$ cat src/rtl/ssrx_pkg.sv
package ssrx_pkg;
  typedef enum logic {
    MODE_HUNT = 1'b0,
    MODE_DATA = 1'b1
  } rx_mode_e;
endpackage

$ cat src/rtl/ssrx_shifter.sv
module ssrx_shifter #(
  parameter int CHAR_W = 8,
  localparam int WIN_W = 2 * CHAR_W,
  localparam int FILL_W = $clog2(WIN_W + 1)
) (
  input  logic             clk,
  input  logic             rst_n,
  input  logic             bit_en,
  input  logic             bit_in,
  input  logic             clear,
  output logic [WIN_W-1:0] win_next,
  output logic             win_full_next
);
  logic [WIN_W-1:0]  win_q;
  logic [FILL_W-1:0] fill_q;

  // window after the current bit is shifted in, MSB first
  assign win_next      = {win_q[WIN_W-2:0], bit_in};
  assign win_full_next = (fill_q >= FILL_W'(WIN_W - 1));

  always_ff @(posedge clk) begin
    if (!rst_n) begin
      win_q  <= '0;
      fill_q <= '0;
    end else if (clear) begin
      win_q  <= '0;
      fill_q <= '0;
    end else if (bit_en) begin
      win_q <= win_next;
      if (fill_q != FILL_W'(WIN_W)) fill_q <= fill_q + 1'b1;
    end
  end
endmodule

$ cat src/rtl/ssrx_framer.sv
module ssrx_framer
  import ssrx_pkg::*;
#(
  parameter int CHAR_W = 8,
  localparam int WIN_W = 2 * CHAR_W,
  localparam int CNT_W = (CHAR_W > 1) ? $clog2(CHAR_W) : 1
) (
  input  logic              clk,
  input  logic              rst_n,
  input  logic              bit_en,
  input  logic              hunt_cmd,
  input  logic [WIN_W-1:0]  win_next,
  input  logic              win_full_next,
  input  logic [CHAR_W-1:0] syn1,
  input  logic [CHAR_W-1:0] syn2,
  output logic              aligned,
  output logic              pair_hit,
  output logic              byte_done
);
  rx_mode_e         mode_q;
  logic [CNT_W-1:0] cnt_q;

  function automatic logic pair_seen(input logic [WIN_W-1:0] w,
                                     input logic [CHAR_W-1:0] a,
                                     input logic [CHAR_W-1:0] b);
    return w == {a, b};
  endfunction

  function automatic logic last_bit(input logic [CNT_W-1:0] c);
    return c == CNT_W'(CHAR_W - 1);
  endfunction

  assign pair_hit  = (mode_q == MODE_HUNT) && bit_en && !hunt_cmd &&
                     win_full_next && pair_seen(win_next, syn1, syn2);
  assign byte_done = (mode_q == MODE_DATA) && bit_en && !hunt_cmd && last_bit(cnt_q);
  assign aligned   = (mode_q == MODE_DATA);

  always_ff @(posedge clk) begin
    if (!rst_n) begin
      mode_q <= MODE_HUNT;
      cnt_q  <= '0;
    end else if (hunt_cmd) begin
      mode_q <= MODE_HUNT;
      cnt_q  <= '0;
    end else if (pair_hit) begin
      mode_q <= MODE_DATA;
      cnt_q  <= '0;
    end else if ((mode_q == MODE_DATA) && bit_en) begin
      cnt_q <= byte_done ? '0 : cnt_q + 1'b1;
    end
  end
endmodule

$ cat src/rtl/ssrx_ctl_match.sv
module ssrx_ctl_match #(
  parameter int CHAR_W = 8,
  parameter int N_CTL  = 8
) (
  input  logic [CHAR_W-1:0]       rx_byte,
  input  logic [N_CTL*CHAR_W-1:0] tbl_chars,
  input  logic [N_CTL-1:0]        tbl_end,
  output logic                    ctl_hit
);
  logic [N_CTL-1:0] live;
  logic [N_CTL-1:0] hit_vec;

  // an end bit kills its own entry and everything after it
  for (genvar i = 0; i < N_CTL; i++) begin : g_entry
    if (i == 0) begin : g_first
      assign live[i] = ~tbl_end[i];
    end else begin : g_rest
      assign live[i] = live[i-1] & ~tbl_end[i];
    end
    assign hit_vec[i] = live[i] && (tbl_chars[i*CHAR_W +: CHAR_W] == rx_byte);
  end

  assign ctl_hit = |hit_vec;
endmodule

$ cat src/rtl/sync_strip_rx.sv
module sync_strip_rx #(
  parameter int CHAR_W = 8,
  parameter int N_CTL  = 8
) (
  input  logic                    clk,
  input  logic                    rst_n,
  input  logic                    bit_en,
  input  logic                    bit_in,
  input  logic                    hunt_cmd,
  input  logic [CHAR_W-1:0]       syn1,
  input  logic [CHAR_W-1:0]       syn2,
  input  logic [N_CTL*CHAR_W-1:0] tbl_chars,
  input  logic [N_CTL-1:0]        tbl_end,
  output logic                    aligned,
  output logic                    wr_en,
  output logic [CHAR_W-1:0]       wr_data,
  output logic                    buf_close,
  output logic                    ctl_irq
);
  localparam int WIN_W = 2 * CHAR_W;

  logic [WIN_W-1:0]  win_next;
  logic              win_full_next;
  logic              pair_hit;
  logic              byte_done;
  logic [CHAR_W-1:0] rx_byte;
  logic              is_sync;
  logic              ctl_hit;
  logic              keep_byte;

  ssrx_shifter #(.CHAR_W(CHAR_W)) u_shift (
    .clk(clk), .rst_n(rst_n), .bit_en(bit_en), .bit_in(bit_in),
    .clear(hunt_cmd), .win_next(win_next), .win_full_next(win_full_next)
  );

  ssrx_framer #(.CHAR_W(CHAR_W)) u_frame (
    .clk(clk), .rst_n(rst_n), .bit_en(bit_en), .hunt_cmd(hunt_cmd),
    .win_next(win_next), .win_full_next(win_full_next),
    .syn1(syn1), .syn2(syn2),
    .aligned(aligned), .pair_hit(pair_hit), .byte_done(byte_done)
  );

  assign rx_byte = win_next[CHAR_W-1:0];

  ssrx_ctl_match #(.CHAR_W(CHAR_W), .N_CTL(N_CTL)) u_match (
    .rx_byte(rx_byte), .tbl_chars(tbl_chars), .tbl_end(tbl_end), .ctl_hit(ctl_hit)
  );

  // sync values win over table matches
  assign is_sync   = (rx_byte == syn1) || (rx_byte == syn2);
  assign keep_byte = byte_done && !is_sync;

  always_ff @(posedge clk) begin
    if (!rst_n) begin
      wr_en     <= 1'b0;
      wr_data   <= '0;
      buf_close <= 1'b0;
      ctl_irq   <= 1'b0;
    end else begin
      wr_en     <= keep_byte;
      buf_close <= keep_byte && ctl_hit;
      ctl_irq   <= keep_byte && ctl_hit;
      if (keep_byte) wr_data <= rx_byte;
    end
  end
endmodule

$ cat config.mk
export PLATFORM = sky130hd
export DESIGN_NAME = sync_strip_rx
export DESIGN_NICKNAME = d
export VERILOG_FILES = /design/src/rtl/ssrx_pkg.sv /design/src/rtl/ssrx_shifter.sv /design/src/rtl/ssrx_framer.sv /design/src/rtl/ssrx_ctl_match.sv /design/src/rtl/sync_strip_rx.sv
export SDC_FILE = /design/constraint.sdc
export NUM_CORES = 1
export LEC_CHECK = 0
export BUFFER_PORTS_ARGS = -buffer_cell sky130_fd_sc_hd__buf_2
export CAP_MARGIN = 10
export CORE_MARGIN = 10
export CORE_UTILIZATION = 45
export DETAILED_ROUTE_END_ITERATION = 8
export PLACE_DENSITY_LB_ADDON = 0.25
export SYNTH_ARGS = -nofsm -noshare
export SYNTH_HDL_FRONTEND = slang
export SYNTH_HIERARCHICAL = 1
export SYNTH_SLANG_ARGS = --single-unit
$ cat constraint.sdc
create_clock -name clk -period 2.61 [get_ports clk]
set_clock_uncertainty 0.05 [all_clocks]
set_input_delay 0.522 -clock clk [delete_from_list [all_inputs] [get_ports clk]]
set_output_delay 0.522 -clock clk [all_outputs]
set_load 0.1 [all_outputs]
==> metrics.txt, run 1 <==
final WL=8070 um; number of antenna violations at the first check in global routing=0; R2R depth=7; IR Drop Worst-Case VDD=0.000382 V; met3 track utilization from global routing=3.89%; cell chain of the critical path=ha_1 > ha_1 > nand2b_1 > nor2_1 > o21ai_0 > a21oi_1 > mux2i_1; Layout area overhead=27.7%; biggest cell delay along the critical path=0.83 ns; FP Rows=27; # IOs=105; number of clock buffers inserted by TritonCTS=5; type of the worst setup path=reg2reg; switch share=23.0%; number of antenna cells inserted=0; outcome=finished, final reports clean; total routing usage reported by global routing=17.2%; Post-CTS Hold Fix Bufs=0; P_int=0.00103 W; Finish-stage setup viols=0; syn avg cell area=8.74 um2; Setup Fix Bufs, Post-CTS=0; maximum count of clock buffers along a single path=2; count of buffering cells on the critical path with inverters included=0; post-detail-place hpwl=6530 um; cell with the largest stage delay on the worst path=sky130_fd_sc_hd__a21oi_1; pins over their slew limit=0; syn_nets=397; Multi-input gate area=1820 um2; worst slew pin tran=1.08 ns; largest net degree at the start of global routing=23; synthesized netlist cell count=299; area of the mapped netlist=2610 um2; critical path depth=7; highest fanout seen on the critical path=10; met2 Resource Use GR=30.3%; sequential power share=39.4%; clock edge transition at the registers on the reported setup and hold paths=0.08 ns; post_cts resized=0; final estimated routing congestion in global placement=0.886; Root Buffer Master=sky130_fd_sc_hd__clkbuf_8; detail-routed via count per cell=5.17; ANT nets after route=0; maximum frequency from static timing analysis=0.458 GHz; die width=96.2 um; Relative slew margins=28.1%; core region area=5570 um2; most heavily used metal layer in global routing=met2; Sequential Area=681 um2; summed negative setup slack over all endpoints=0 ns; number of iterations in the first detailed-routing pass=4; detailed-route via count=2,460; Comb power frac=17.2%; unrepaired setup endpoints after global routing=no; fraction of final layout cells sized beyond drive strength 1=32.7%; cell family with the largest share of critical-path delay=compound AO/OA/AOI/OAI gates; Worst path most repeated cell=sky130_fd_sc_hd__ha_1; Avg WL per Cell=17.0 um; startpoint types=flip-flop; DRC violations left=0; final worst path period need=2.18 ns; TritonCTS clock tree=built; worst endpoint required time=2.77 ns; initial core utilization=46.9%; part of the power in the clock network=43.4%; total congestion overflow=0; area enclosed by the die boundary=9260 um2; number of global-route vias before repair=2,567; endpoint class of the critical path=flip-flop; Initial DRC Count=84; Synthesis Warnings=6; met1 Resource Use GR=20.7%; path category of the worst min-delay check=reg2reg; power density normalized to cell area=399 nW/um2; # nets final=501; maxcap violations=0; first-pass GRT wire length=12,700 um; count of input and output buffers=104; clock latency of the later-clocked register in the worst-skew pair=0.28 ns; number of fill cells=512; data arrival time of the critical path=2.34 ns; sink count of the clock tree=34; Psw=0.000306 W; worst hold slack across all endpoints=0.409 ns; Die Height=96.2 um; endpoints failing hold=0; Worst Hold Path Cells=2; leakage power of the design=1.39 nW; final critical-path share of the clock period=83.6%; H-tree depth=2
## cell type report
type / count / share of cell area, %
Clock buffer: 5 / 2.06
Timing Repair Buffer: 114 / 17.8
Inverter: 5 / 0.562
Tap cell: 72 / 2.70
Clock inverter: 3 / 2.06
Multi-Input combinational cell: 243 / 54.4
Sequential cell: 34 / 20.4
## final timing paths
check	startpoint	to	slack, ns
worst max-delay path	u_frame/cnt_q[0]$_SDFFE_PP0N_	wr_data[6]$_SDFFE_PN0P_	0.43
worst min-delay path	wr_data[7]$_SDFFE_PN0P_	wr_data[7]$_SDFFE_PN0P_	0.41
worst max register to register	u_frame/cnt_q[0]$_SDFFE_PP0N_	wr_data[6]$_SDFFE_PN0P_	0.43
worst min register to register	wr_data[7]$_SDFFE_PN0P_	wr_data[7]$_SDFFE_PN0P_	0.41
## state kept, by name, summed over array words and instances (netlist names)
register         count
u_frame/aligned      1
u_shift/win_q       15
wr_en                1
u_shift/fill_q       5
wr_data              8
ctl_irq              1
u_frame/cnt_q        3
## metrics by stage
step / instance area, um2 / setup WS [ns] / total power (W) / util, % / instances
2_1_floorplan: 2610 / 0.579 / 0.000657 / - / 299
3_3_place_gp: 3200 / 0.403 / 0.000756 / 57.4 / 468
3_5_place_dp: 3200 / 0.336 / 0.000763 / 57.4 / 468
4_1_cts: 3340 / 0.412 / 0.00134 / 59.9 / 476
5_1_grt: 3340 / 0.185 / 0.00139 / 59.9 / 476
6_report: 3340 / 0.429 / 0.00133 / 59.9 / 476
## layout by cell type, fill, tap and decap left out, drive strengths merged, types with 4 or more instances in the layout
master	n
a21boi	4
a21oi	5
buf	114
clkbuf	5
dfxtp	34
ha	5
inv	5
mux2i	23
nand2	24
nand3	4
nand4	19
nor2	25
nor4	10
o21ai	5
xnor2	69
xor2	28
## worst min-delay path, cell delays in order, from the launching register on
cell and delay (ns):
sky130_fd_sc_hd__dfxtp_1 0.31, sky130_fd_sc_hd__nand2_1 0.05, sky130_fd_sc_hd__mux2i_1 0.05
## power groups by stage
stage	logic, W	clock network [W]	registers [W]
final	0.000229	0.000578	0.000524
after global placement	0.000220	0	0.000536
after floorplan	0.000121	0	0.000535
after CTS	0.000229	0.000591	0.000524
after detailed placement	0.000228	0	0.000536
after global routing	0.000250	0.000616	0.000524
## layer usage
metal | vias to the layer above | part of all wire, % | wire [um]
met5 | - | 0 | 0
met4 | 0 | 0.58 | 47
met3 | 4 | 8.5 | 688
met2 | 93 | 49 | 3940
met1 | 1141 | 42 | 3390
li1 | 1222 | - | -
No activity file was read; power rests on OpenSTA's default activity.
==> inputs of run 2 (changes only) <==
--- a/config.mk
+++ b/config.mk
@@ -5,6 +5,7 @@
 export SDC_FILE = /design/constraint.sdc
 export NUM_CORES = 1
 export LEC_CHECK = 0
+export ABC_AREA = 1
 export BUFFER_PORTS_ARGS = -buffer_cell sky130_fd_sc_hd__buf_2
 export CAP_MARGIN = 10
 export CORE_MARGIN = 10
==> constraint.sdc (replaced) <==
create_clock -name clk -period 1.9 [get_ports clk]
set_clock_uncertainty 0.05 [all_clocks]
set_input_delay 0.38 -clock clk [delete_from_list [all_inputs] [get_ports clk]]
set_output_delay 0.38 -clock clk [all_outputs]
set_load 0.1 [all_outputs]
==> metrics.txt, run 2 <==
data arrival time of the critical path=1.86 ns (-0.48 ns); leakage power of the design=2.04 nW (+47%); Root Buffer Master=sky130_fd_sc_hd__clkbuf_8; largest net degree at the start of global routing=25 (+8.7%); Layout area overhead=22.2%; core region area=6910 um2 (+24%); number of clock buffers inserted by TritonCTS=5 (unchanged); detailed-route via count=3,380 (+37%); fraction of final layout cells sized beyond drive strength 1=25.1% (-7.6 points); switch share=28.1% (+5.2 points); Post-CTS Hold Fix Bufs=0 (unchanged); endpoints failing hold=0 (unchanged); number of global-route vias before repair=3,329 (+30%); FP Rows=30 (+11%); unrepaired setup endpoints after global routing=no; met1 Resource Use GR=19.0% (-1.7 points); # nets final=755 (+51%); total routing usage reported by global routing=16.0% (-1.2 points); final critical-path share of the clock period=91.0% (+7.4 points); area of the mapped netlist=3230 um2 (+24%); final core occ=57.2% (-2.7 points); # IOs=105 (unchanged); TritonCTS clock tree=built; part of the power in the clock network=33.7% (-9.7 points); Relative slew margins=67.5% (+39 points); final WL=8920 um (+11%); Die Height=105 um (+8.9%); maximum frequency from static timing analysis=0.578 GHz (+26%); Synthesis Warnings=6 (unchanged); hold path startpoint=rst_n; die width=105 um (+8.9%); number of iterations in the first detailed-routing pass=4 (unchanged); final worst path period need=1.73 ns (-0.452 ns); startpoint types=flip-flop; most heavily used metal layer in global routing=met2; clock latency of the later-clocked register in the worst-skew pair=0.29 ns (about the same); syn avg cell area=5.87 um2 (-33%); registers with the highest flip-flop counts=u_shift/win_q x15, wr_data x8, u_shift/fill_q x5; power density normalized to cell area=415 nW/um2 (+4.2%); initial core utilization=46.8% (-0.061 points); P_int=0.00118 W (+15%); maximum count of clock buffers along a single path=2 (unchanged); Setup Fix Bufs, Post-CTS=0 (unchanged); count of input and output buffers=104 (unchanged); summed negative setup slack over all endpoints=0 ns (unchanged); first-pass GRT wire length=15,100 um (+19%); syn_nets=649 (+63%); IR Drop Worst-Case VDD=0.000280 V (-27%); sequential power share=43.9% (+4.5 points); worst slew pin tran=0.491 ns (-0.588 ns); worst endpoint required time=2.03 ns (-0.74 ns); final estimated routing congestion in global placement=0.868 (-2.0%); pins over their slew limit=0 (unchanged); area enclosed by the die boundary=11,000 um2 (+19%); type of the worst setup path=reg2reg; highest fanout seen on the critical path=4 (-6); origin of the worst setup path=u_shift/fill_q[1]$_SDFFE_PP0P_; Setup Slack @ Placement=0.144 ns (-0.193 ns); post-detail-place hpwl=7390 um (+13%); met3 track utilization from global routing=3.93% (+0.040 points); path category of the worst min-delay check=in2reg; most common cell after layout, fill and taps aside=sky130_fd_sc_hd__nand2_1; Comb power frac=22.4% (+5.2 points); DRC violations left=0 (unchanged); total congestion overflow=0 (unchanged); Psw=0.000462 W (+51%); ANT nets after route=0 (unchanged); maxcap violations=0 (unchanged); Avg WL per Cell=11.8 um (-30%); number of antenna violations at the first check in global routing=0 (unchanged); met2 Resource Use GR=28.5% (-1.8 points); max FFs per register=15 (unchanged); synthesized netlist cell count=551 (+84%); FF-to-FF Start=u_shift/fill_q[1]$_SDFFE_PP0P_; clock edge transition at the registers on the reported setup and hold paths=0.07 ns (about the same); Finish-stage setup viols=0 (unchanged); H-tree depth=2 (unchanged); commonest cells after routing, fill and taps aside=sky130_fd_sc_hd__nand2_1 (202), sky130_fd_sc_hd__buf_2 (104), sky130_fd_sc_hd__inv_1 (91); endpoint class of the critical path=flip-flop; number of antenna cells inserted=0 (unchanged); largest register by flop count=u_shift/win_q; outcome=finished, final reports clean; sink count of the clock tree=34 (unchanged); crit path setup slack, layout=0.171 ns (-0.258 ns); detail-routed via count per cell=4.48 (-13%); Initial DRC Count=121 (+44%)
==> run 2: cell count changes in the layout (fill, tap and decap cells not counted), moves of 20 or more <==
cell	before	now
sky130_fd_sc_hd__inv_1	4	91
sky130_fd_sc_hd__mux2i_1	23	0
sky130_fd_sc_hd__nand2_1	24	202
sky130_fd_sc_hd__nor2_1	25	57
sky130_fd_sc_hd__xnor2_1	69	48
sky130_fd_sc_hd__xor2_1	28	8
==> run 2: metal layers <==
layer	up-vias	share of wire (%)
met5	-	0
met4	0	1.0
met3	9	6.0
met2	74	48
met1	1470	45
li1	1827	-
==> run 2: final timing paths <==
check | endpoint | slack, ns | cells past startpoint
max | u_frame/cnt_q[0]$_SDFFE_PP0N_ | 0.17 | 13
min reg2reg | u_frame/aligned$_SDFFE_PP0P_ | 0.44 | 2
min | wr_data[3]$_SDFFE_PN0P_ | 0.37 | 3
max reg2reg | u_frame/cnt_q[0]$_SDFFE_PP0N_ | 0.17 | 13
==> run 2: final cells by class <==
cell class | instances | area (um2)
Fill cell | 735 | 2960
Multi-Input combinational cell | 397 | 2030
Sequential cell | 34 | 683
Timing Repair Buffer | 115 | 628
Inverter | 104 | 393
Tap cell | 96 | 120
Clock buffer | 6 | 82.6
Clock inverter | 2 | 12.5
==> run 2: timing repair <==
action	in CTS	in global routing
endpoints found under the hold margin	0	0
endpoints found under the setup margin	0	3
resized for setup	0	1
==> run 2: worst max-delay path: stages (launching register included) <==
cell,delay (ns)
sky130_fd_sc_hd__dfxtp_1,0.37
sky130_fd_sc_hd__ha_1,0.19
sky130_fd_sc_hd__inv_1,0.04
sky130_fd_sc_hd__nor2_1,0.10
sky130_fd_sc_hd__ha_1,0.14
sky130_fd_sc_hd__nor2_1,0.04
sky130_fd_sc_hd__o21ai_1,0.06
sky130_fd_sc_hd__nand2_1,0.07
sky130_fd_sc_hd__nor2_2,0.10
sky130_fd_sc_hd__nand3_1,0.07
sky130_fd_sc_hd__nor2_1,0.10
sky130_fd_sc_hd__nand3_1,0.10
sky130_fd_sc_hd__nand2_1,0.13
sky130_fd_sc_hd__nor2_1,0.05
==> run 2: metrics by stage <==
stage / total power, W / hold WS (ns) / cells / cell area, um2
final: 0.00164 / 0.368 / 754 / 3950
after CTS: 0.00166 / 0.361 / 754 / 3950
after global placement: 0.00109 / 0.414 / 746 / 3850
after detailed placement: 0.00110 / 0.421 / 746 / 3850
after floorplan: 0.000949 / 0.402 / 551 / 3240
after global routing: 0.00175 / 0.375 / 754 / 3950
==> run 2: power groups by stage <==
stage               clock (W)  sequential (W)  combinational, W
finish               0.000554        0.000720          0.000368
CTS                  0.000571        0.000720          0.000368
global route         0.000609        0.000720          0.000416
detailed placement          0        0.000736          0.000366
floorplan                   0        0.000736          0.000212
global placement            0        0.000736          0.000359
